<file path="src/rtl/eeprom_txn_pkg.sv">
package eeprom_txn_pkg;
   typedef enum logic [1:0] {
      ST_IDLE  = 2'd0,
      ST_WADDR = 2'd1,
      ST_WDATA = 2'd2,
      ST_READ  = 2'd3
   } sess_e;
endpackage

</file>
<file path="src/rtl/eeprom_page_buf.sv">
module eeprom_page_buf #(
   parameter int DATA_W = 8,
   parameter int PAGE_W = 4
) (
   input  logic                              clk,
   input  logic                              rst_n,
   input  logic                              clr,
   input  logic                              we,
   input  logic [PAGE_W-1:0]                 idx,
   input  logic [DATA_W-1:0]                 din,
   output logic [(1<<PAGE_W)*DATA_W-1:0]     data,
   output logic [(1<<PAGE_W)-1:0]            mask
);
   localparam int PAGE_LEN = 1 << PAGE_W;

   always_ff @(posedge clk) begin
      if (!rst_n) begin
         data <= '0;
         mask <= '0;
      end else if (clr) begin
         mask <= '0;
      end else if (we) begin
         data[idx*DATA_W +: DATA_W] <= din;
         mask[idx]                  <= 1'b1;
      end
   end

   if (PAGE_LEN < 2) begin : g_bad_page
      $error("page buffer needs at least two entries");
   end
endmodule

</file>
<file path="src/rtl/eeprom_array.sv">
module eeprom_array #(
   parameter int ADDR_W = 8,
   parameter int DATA_W = 8,
   parameter int PAGE_W = 4
) (
   input  logic                              clk,
   input  logic                              rst_n,
   input  logic                              commit,
   input  logic [ADDR_W-PAGE_W-1:0]          page,
   input  logic [(1<<PAGE_W)*DATA_W-1:0]     wdata,
   input  logic [(1<<PAGE_W)-1:0]            wmask,
   input  logic [ADDR_W-1:0]                 rd_addr,
   output logic [DATA_W-1:0]                 rd_data
);
   localparam int DEPTH    = 1 << ADDR_W;
   localparam int PAGE_LEN = 1 << PAGE_W;

   logic [DATA_W-1:0] mem [DEPTH];

   always_ff @(posedge clk) begin
      if (!rst_n) begin
         for (int i = 0; i < DEPTH; i++) mem[i] <= '1;
      end else if (commit) begin
         for (int j = 0; j < PAGE_LEN; j++)
            if (wmask[j]) mem[{page, PAGE_W'(j)}] <= wdata[j*DATA_W +: DATA_W];
      end
   end

   assign rd_data = mem[rd_addr];
endmodule

</file>
<file path="src/rtl/eeprom_wr_timer.sv">
module eeprom_wr_timer #(
   parameter int WR_CYCLES = 1000
) (
   input  logic clk,
   input  logic rst_n,
   input  logic start,
   output logic busy
);
   localparam int CNT_W = $clog2(WR_CYCLES + 1);

   logic [CNT_W-1:0] cnt;

   always_ff @(posedge clk) begin
      if (!rst_n)          cnt <= '0;
      else if (start)      cnt <= CNT_W'(WR_CYCLES);
      else if (cnt != '0)  cnt <= cnt - 1'b1;
   end

   assign busy = (cnt != '0);

   if (WR_CYCLES < 1) begin : g_bad_len
      $error("write cycle length must be at least one clock");
   end
endmodule

</file>
<file path="src/rtl/eeprom_txn_ctrl.sv">
module eeprom_txn_ctrl #(
   parameter int ADDR_W    = 8,
   parameter int DATA_W    = 8,
   parameter int PAGE_W    = 4,
   parameter int WR_CYCLES = 1000
) (
   input  logic              clk,
   input  logic              rst_n,
   input  logic              ev_start,
   input  logic              ev_rstart,
   input  logic              ev_stop,
   input  logic              ev_addr,
   input  logic              addr_rd,
   input  logic              ev_byte,
   input  logic [DATA_W-1:0] rx_byte,
   input  logic              ev_mack,
   input  logic              ev_mnack,
   output logic              addr_ack,
   output logic              byte_ack,
   output logic [DATA_W-1:0] tx_byte,
   output logic              busy
);
   import eeprom_txn_pkg::*;

   localparam int PAGE_LEN = 1 << PAGE_W;
   localparam int PG_IDX_W = ADDR_W - PAGE_W;

   sess_e                        state;
   logic [ADDR_W-1:0]            ptr;
   logic [DATA_W-1:0]            rd_data;
   logic [PAGE_LEN*DATA_W-1:0]   pb_data;
   logic [PAGE_LEN-1:0]          pb_mask;
   logic                         pb_we, pb_clr, commit;

   assign pb_we  = ev_byte && (state == ST_WDATA);
   assign pb_clr = ev_start || ev_rstart || ev_stop;
   assign commit = ev_stop && (state == ST_WDATA) && (pb_mask != '0);

   always_ff @(posedge clk) begin
      if (!rst_n) begin
         state    <= ST_IDLE;
         ptr      <= '0;
         tx_byte  <= '0;
         addr_ack <= 1'b0;
         byte_ack <= 1'b0;
      end else begin
         addr_ack <= 1'b0;
         byte_ack <= 1'b0;
         if (ev_start || ev_rstart || ev_stop) begin
            state <= ST_IDLE;
         end else if (ev_addr) begin
            if (busy) begin
               state <= ST_IDLE;
            end else begin
               addr_ack <= 1'b1;
               if (addr_rd) begin
                  state   <= ST_READ;
                  tx_byte <= rd_data;
                  ptr     <= ptr + 1'b1;
               end else begin
                  state <= ST_WADDR;
               end
            end
         end else if (ev_byte) begin
            if (state == ST_WADDR) begin
               ptr      <= rx_byte[ADDR_W-1:0];
               state    <= ST_WDATA;
               byte_ack <= 1'b1;
            end else if (state == ST_WDATA) begin
               ptr[PAGE_W-1:0] <= ptr[PAGE_W-1:0] + 1'b1;
               byte_ack        <= 1'b1;
            end
         end else if (ev_mack && state == ST_READ) begin
            tx_byte <= rd_data;
            ptr     <= ptr + 1'b1;
         end else if (ev_mnack && state == ST_READ) begin
            state <= ST_IDLE;
         end
      end
   end

   eeprom_page_buf #(.DATA_W(DATA_W), .PAGE_W(PAGE_W)) u_pbuf (
      .clk  (clk),
      .rst_n(rst_n),
      .clr  (pb_clr),
      .we   (pb_we),
      .idx  (ptr[PAGE_W-1:0]),
      .din  (rx_byte),
      .data (pb_data),
      .mask (pb_mask)
   );

   eeprom_array #(.ADDR_W(ADDR_W), .DATA_W(DATA_W), .PAGE_W(PAGE_W)) u_arr (
      .clk    (clk),
      .rst_n  (rst_n),
      .commit (commit),
      .page   (ptr[ADDR_W-1:PAGE_W]),
      .wdata  (pb_data),
      .wmask  (pb_mask),
      .rd_addr(ptr),
      .rd_data(rd_data)
   );

   eeprom_wr_timer #(.WR_CYCLES(WR_CYCLES)) u_tmr (
      .clk  (clk),
      .rst_n(rst_n),
      .start(commit),
      .busy (busy)
   );

   if (PAGE_W >= ADDR_W || PG_IDX_W < 1) begin : g_bad_geom
      $error("page must be smaller than the array");
   end
   if (DATA_W < ADDR_W) begin : g_bad_width
      $error("data byte must be wide enough to carry a word address");
   end
endmodule

</file>
<file path="config.mk">
export PLATFORM = sky130hd
export DESIGN_NAME = eeprom_txn_ctrl
export DESIGN_NICKNAME = d
export VERILOG_FILES = /design/src/rtl/eeprom_txn_pkg.sv /design/src/rtl/eeprom_page_buf.sv /design/src/rtl/eeprom_array.sv /design/src/rtl/eeprom_wr_timer.sv /design/src/rtl/eeprom_txn_ctrl.sv
export SDC_FILE = /design/constraint.sdc
export NUM_CORES = 2
export LEC_CHECK = 0
export CELL_PAD_IN_SITES_DETAIL_PLACEMENT = 2
export CELL_PAD_IN_SITES_GLOBAL_PLACEMENT = 2
export CORE_MARGIN = 5
export CORE_UTILIZATION = 47
export DETAILED_ROUTE_END_ITERATION = 10
export DONT_BUFFER_PORTS = 1
export PLACE_DENSITY_LB_ADDON = 0.1
export SLEW_MARGIN = 40
export SYNTH_ARGS = -nofsm -noshare
export SYNTH_HDL_FRONTEND = slang
export SYNTH_HIERARCHICAL = 1
export SYNTH_SLANG_ARGS = --single-unit
</file>
<file path="constraint.sdc">
create_clock -name clk -period 4.6 [get_ports clk]
set_clock_uncertainty 0.15 [all_clocks]
set_input_delay 0.92 -clock clk [delete_from_list [all_inputs] [get_ports clk]]
set_output_delay 0.92 -clock clk [all_outputs]
set_load 0.005 [all_outputs]
</file>
After elaboration in Yosys (flattened, before gate mapping)
Memories as Yosys holds them, arrays and structs flattened. Cells that the tools add are included.

Register bits after elaboration: 174. Memory bits (writable): 2048. Memories kept: 1. Output and inout port bits: 11. Logic and storage cells: 213.

$lt $le $gt $ge: 2. Add/sub/neg operators: 4. Reductions and logical operators: 39. Equal/unequal tests: 9. Mux-type cells: 141. Bitwise operators: 5. Shift operators: 2.

Memories: u_arr.mem (depth 256, bits a word 8, rd ports 1, clocked after Yosys merged registers in 0, write ports 256, line eeprom_array.sv:18) `logic [DATA_W-1:0] mem [DEPTH];`.

Operators with widths (count): 2-to-1 mux 8 bit (42); bitwise mux 128 bit (1); OR reduction 8 bit (16); variable shift 8 x 34 -> 128 bit (first input constant) (1); indexed part select 8 x 34 -> 128 bit (1); 2-to-1 mux 1 bit (85); negator 7 -> 34 bit (1); 2-to-1 mux 10 bit (2); bitwise OR 16 bit (1); nonzero test 16 bit (1); AND reduction 5 bit (3); 2-to-1 mux 2 bit (7); 2-to-1 mux 4 bit (3); nonzero test 10 bit (1); subtractor 10 x 1 -> 10 bit (second input constant) (1); adder 8 x 1 -> 8 bit (second input constant) (1); logical AND 1 bit (6); nonzero test 3 bit (2); < comparator 4 x 5 -> 1 bit (second input constant) (1); adder 4 x 1 -> 4 bit (second input constant) (1); demux 1 bit (select 4 bit) (1); == test 2 bit (second input constant) (2); >= comparator 4 x 1 -> 1 bit (second input constant) (1); inequality test 2 bit (second input constant) (2); 13 further kinds (19).

Logic depth before layout (Yosys ltp)
Word-level depth: 8. Gate-level depth with buffers: 15.

Hierarchy
Netlist, hierarchy kept.

By module, submodules not included: eeprom_array (cells an instance 6324, instances 1, area each 95145.0 um^2); eeprom_page_buf (cells an instance 617, instances 1, area each 6084.6 um^2); eeprom_txn_ctrl (cells an instance 136, instances 1, area each 1112.3 um^2); eeprom_wr_timer (cells an instance 64, instances 1, area each 544.3 um^2).

Worst setup path before layout
No wires, ideal clock.

Kind: in2reg. Start: input ev_stop. End: memory u_arr.mem[159][0], enable pin. Slack: 0.957 ns. Stages on the path: 9. Buffers on the path: 4. Data arrival time: 3.109 ns. Setup time: 0.384 ns. Cells stage by stage: nand2_1 -> a41oi_1 -> and2_1 -> clkbuf_1 -> clkbuf_1 -> nand2_1 -> buf_1 -> clkbuf_1 -> o21ai_0.

RTL lines: start, declared (line eeprom_txn_ctrl.sv:11) `input logic ev_stop,`; end, declared (line eeprom_array.sv:18).

Worst setup path in the final report
Start: register ptr[0]. End: register tx_byte[7].

Cells in the longest elaborated chain, start to end: 4.

Ends and longest elaborated chain: start, declared (line eeprom_txn_ctrl.sv:29) `logic [ADDR_W-1:0] ptr;`; start signal, assigned (line eeprom_txn_ctrl.sv:59) `ptr <= ptr + 1'b1;`; start signal, assigned (line eeprom_txn_ctrl.sv:66) `ptr <= rx_byte[ADDR_W-1:0];`; start signal, assigned by index (line eeprom_txn_ctrl.sv:70) `ptr[PAGE_W-1:0] <= ptr[PAGE_W-1:0] + 1'b1;`; memory read (256 x 8 bit) (*); named net rd_data[7] (line eeprom_txn_ctrl.sv:30) `logic [DATA_W-1:0] rd_data;`; 2-to-1 mux 8 bit (on tied branches) (line eeprom_txn_ctrl.sv:73, eeprom_txn_ctrl.sv:56); 2-to-1 mux 8 bit (on tied branches) (line eeprom_txn_ctrl.sv:64, eeprom_txn_ctrl.sv:52); 2-to-1 mux 8 bit (*) (line eeprom_txn_ctrl.sv:51) `end else if (ev_addr) begin`; end signal, assigned (line eeprom_txn_ctrl.sv:58) `tx_byte <= rd_data;`; end signal, assigned (line eeprom_txn_ctrl.sv:74) `tx_byte <= rd_data;`; end, declared (line eeprom_txn_ctrl.sv:20) `output logic [DATA_W-1:0] tx_byte,`.

The timed path passes the listed nets; every way through them passes the cells marked *. The select of a mux whose other input is x is not followed. A chain may end at the register's enable or synchronous reset.

==> results.toml <==
[floorplanning]
start_util_pct = 47.33
rows = 171
coreArea_mm2 = 0.2174
die_h_um = 477.9
ioPinCount = 29
die_area_mm2 = 0.2284
die_w_um = 477.9

[grt]
gr-usage-all-layers_pct = 41.47
antenna_found_initial = 132
grt_pass1_wl_um = 654600
grt_overflow = 0
grt_max_degree = 426
grt_pass1_vias = 76200

[routing]
drt_iter0_drc = 14467
vias = 76356
drc = 0
firstDrtPassIters = 8
ant_nets = 0
drt-wirelength-per-cell_um = 46.93
viasPerCell = 7.409
wirelength_um = 483700

[timing]
setup_viol = 0
worstMarginPinSlew_ns = 1.056
fin_crit_ns = 4.483
drv_slew = 0
hold_viol_final = 0
tns_ns = 0
rsz0062_at_grt = "no"
fmax_ghz = 0.2231
layout_setup_ws_ns = 0.1168
period_share_pct = 97.46
holdWs_ns = 0.04506
max_slew_margin_pct = 27.60

[critical_path]
crit_slowest_cell = "dfxtp_4"
crit_chain = "buf_12 -> mux4_2 -> mux4_2 -> nand2_1 -> o31ai_1 -> a221oi_1 -> nor4_1 -> nand2_1 -> o21ai_0"
critPathCaptureType = "flip-flop"
cp_top_family = "multiplexers"
cpPeakStageDelay_ns = 0.77
worstSetupStartpointType = "flip-flop"
required_ns = 5.20
worstPathMaxFanout = 43
criticalPathCategory = "flip-flop to flip-flop"
arrival_ns = 5.08
critical_path_buf_inv_count = 1

[logic_synthesis]
synth_seq_cells = 2222
async_flop_share_pct = 0
syn_area_per_cell_um2 = 14.41
seq_area_frac_synth_pct = 63.16
yosys-top-cells-area = "edfxtp_1, or3_1, mux4_2, dfxtp_1, mux2i_1"
synth_compound_area_share_pct = 4.002
synthCells = 7141
synthSimpleGateAreaFrac_pct = 15.26
synth_xor_area_share_pct = 0.03527
synth_top_area_share_pct = 59.77
syn_area_mm2 = 0.1029
synthMuxAreaShare_pct = 13.49
synth_cell_type_count = 99
synth_top_family_by_area = "simple AND/OR/NAND/NOR gates"
syn-num-nets = 7169
ys.flop_type = "edfxtp_1"
synth_fa_ha_area_share_pct = 0.1216
synth-edff-count = 2048
ys_warn_count = 6
synth_top_area_cell = "edfxtp_1"

[finish]
nFillCells = 19414
area_growth_pct = 13.00
fin_util_pct = 53.48
nNetsFinal = 7213
layout_common_cells = "or3_1, edfxtp_1, buf_4, mux4_2"
stdcell_count = 10306
drive_gt1_share_pct = 22.20
final_common_cell = "or3_1"
postLayoutCellArea_mm2 = 0.1163

[clock_tree]
cts-root-buf = "clkbuf_16"
cts_tree = "done"
cts_buffers = 237
clk_pin_slew_ns = 0.06
clk_latency_ns = 0.93
clk_path_buf_depth = 3
clkSinkCount = 2222
h-tree-depth = 4

[power_and_ir_drop]
leakage_nw = 33.10
vdd_drop_max_uv = 379.7
p_per_area_mw_per_mm2 = 378.7
total_power_mw = 44.03

[placement]
dp_hpwl_um = 309000
place.gp.congestion = 1.017
io_buffers = 0
place_area_mm2 = 0.1084
place_ws_ns = 0.2680
placed_cells = 9788

[outcome]
outcome = "complete, no violations"

[run]
cap_violations = 0

[min_path]
hold_path_class = "input port to flip-flop"
cell type report:
cell class                 count  area (um2)  share of cell area (%)
inverter                      21       78.83                 0.06780
sequential                  2222       65110                   56.00
multi-input combinational   4026       34230                   29.44
antenna                       59       147.6                  0.1270
clock inverter               128        1114                  0.9578
timing repair buffer         677        5603                   4.819
tap                         2854        3571                   3.071
clock buffer                 319        6415                   5.518
cells by family (layout without fill, tap and decap cells):
family / after synthesis / after routing
simple gates: 2593 / 2593
flops: 2222 / 2222
buf+inv: 893 / 1145
mux: 775 / 775
compound gates: 646 / 646
fa+ha+maj: 10 / 10
xor+xnor: 2 / 2
other cells: 0 / 59
power breakdown:
| part | switching [mW] | internal (mW) | leakage (nW) | total, mW |
|---|---|---|---|---|
| clock network | 8.57 | 10.6 | 3.68 | 19.2 |
| registers | 0.328 | 22.6 | 19.8 | 22.9 |
| logic | 1.22 | 0.661 | 9.66 | 1.88 |
sequential cells by signal (all words and copies together), names as in the netlist, 2 cells and up:
signal / cells
ptr: 8
u_pbuf/data: 128
u_pbuf/mask: 16
u_arr/mem: 2048
state: 2
u_tmr/cnt: 10
tx_byte: 8
path summary, 6_finish.rpt:
| path | start | to | slack [ns] | cells after the start |
|---|---|---|---|---|
| worst max-delay path | ptr[0]$_SDFFE_PN0P_ | tx_byte[7]$_SDFFE_PN0P_ | 0.12 | 9 |
| worst min-delay path | rx_byte[3] | u_pbuf/data[51]$_SDFFE_PN0P_ | 0.05 | 2 |
| worst max register to register | ptr[0]$_SDFFE_PN0P_ | tx_byte[7]$_SDFFE_PN0P_ | 0.12 | 9 |
| worst min register to register | u_pbuf/data[114]$_SDFFE_PN0P_ | u_pbuf/data[114]$_SDFFE_PN0P_ | 0.32 | 2 |
metal layers:
metal,track usage [%],up-vias,share of wire [%]
li1,-,28231,-
met1,55.19,40372,35
met2,62.01,6474,45
met3,12.17,1255,14
met4,21.57,24,6.1
met5,0,-,0.041
cell usage after synthesis, types with 7 or more instances:
cell       count
a21oi_1       63
nand2b_1      25
buf_8         15
buf_4         35
mux4_2       480
clkbuf_1     704
a22o_1        12
buf_1         22
a22oi_1       47
buf_2         57
ha_1          10
edfxtp_1    2048
a211oi_1      22
a21boi_0      26
inv_1         20
buf_6         30
mux2i_1      287
a221oi_1      12
o221ai_1      45
nor2b_1       65
a31oi_1       26
o22ai_1       28
o31ai_1       11
o21ai_0      290
nor3b_1       15
nand4_1        9
dfxtp_1      174
nor3_1        27
nand2_1      182
a2111oi_0      7
nor4_1        15
nor2_1        65
or3_1       2049
mux4_1         7
and2_1        23
nand3_1       56
worst register-to-register path: cells and delay by family (launching register included):
kind	cells	cell delay [ns]
AND/OR/NAND/NOR	3	0.69
AO/OA/AOI/OAI	3	1.06
flip-flops	1	0.77
multiplexers	2	1.24
buffers and inverters	1	0.44
repair_timing:
action / in CTS / in global routing
resized for setup: 0 / 0
hold endpoints to repair: 7 / 1
setup buffers: 0 / 0
hold buffers: 4 / 1
Note: power is estimated with default switching activity, not from simulation.
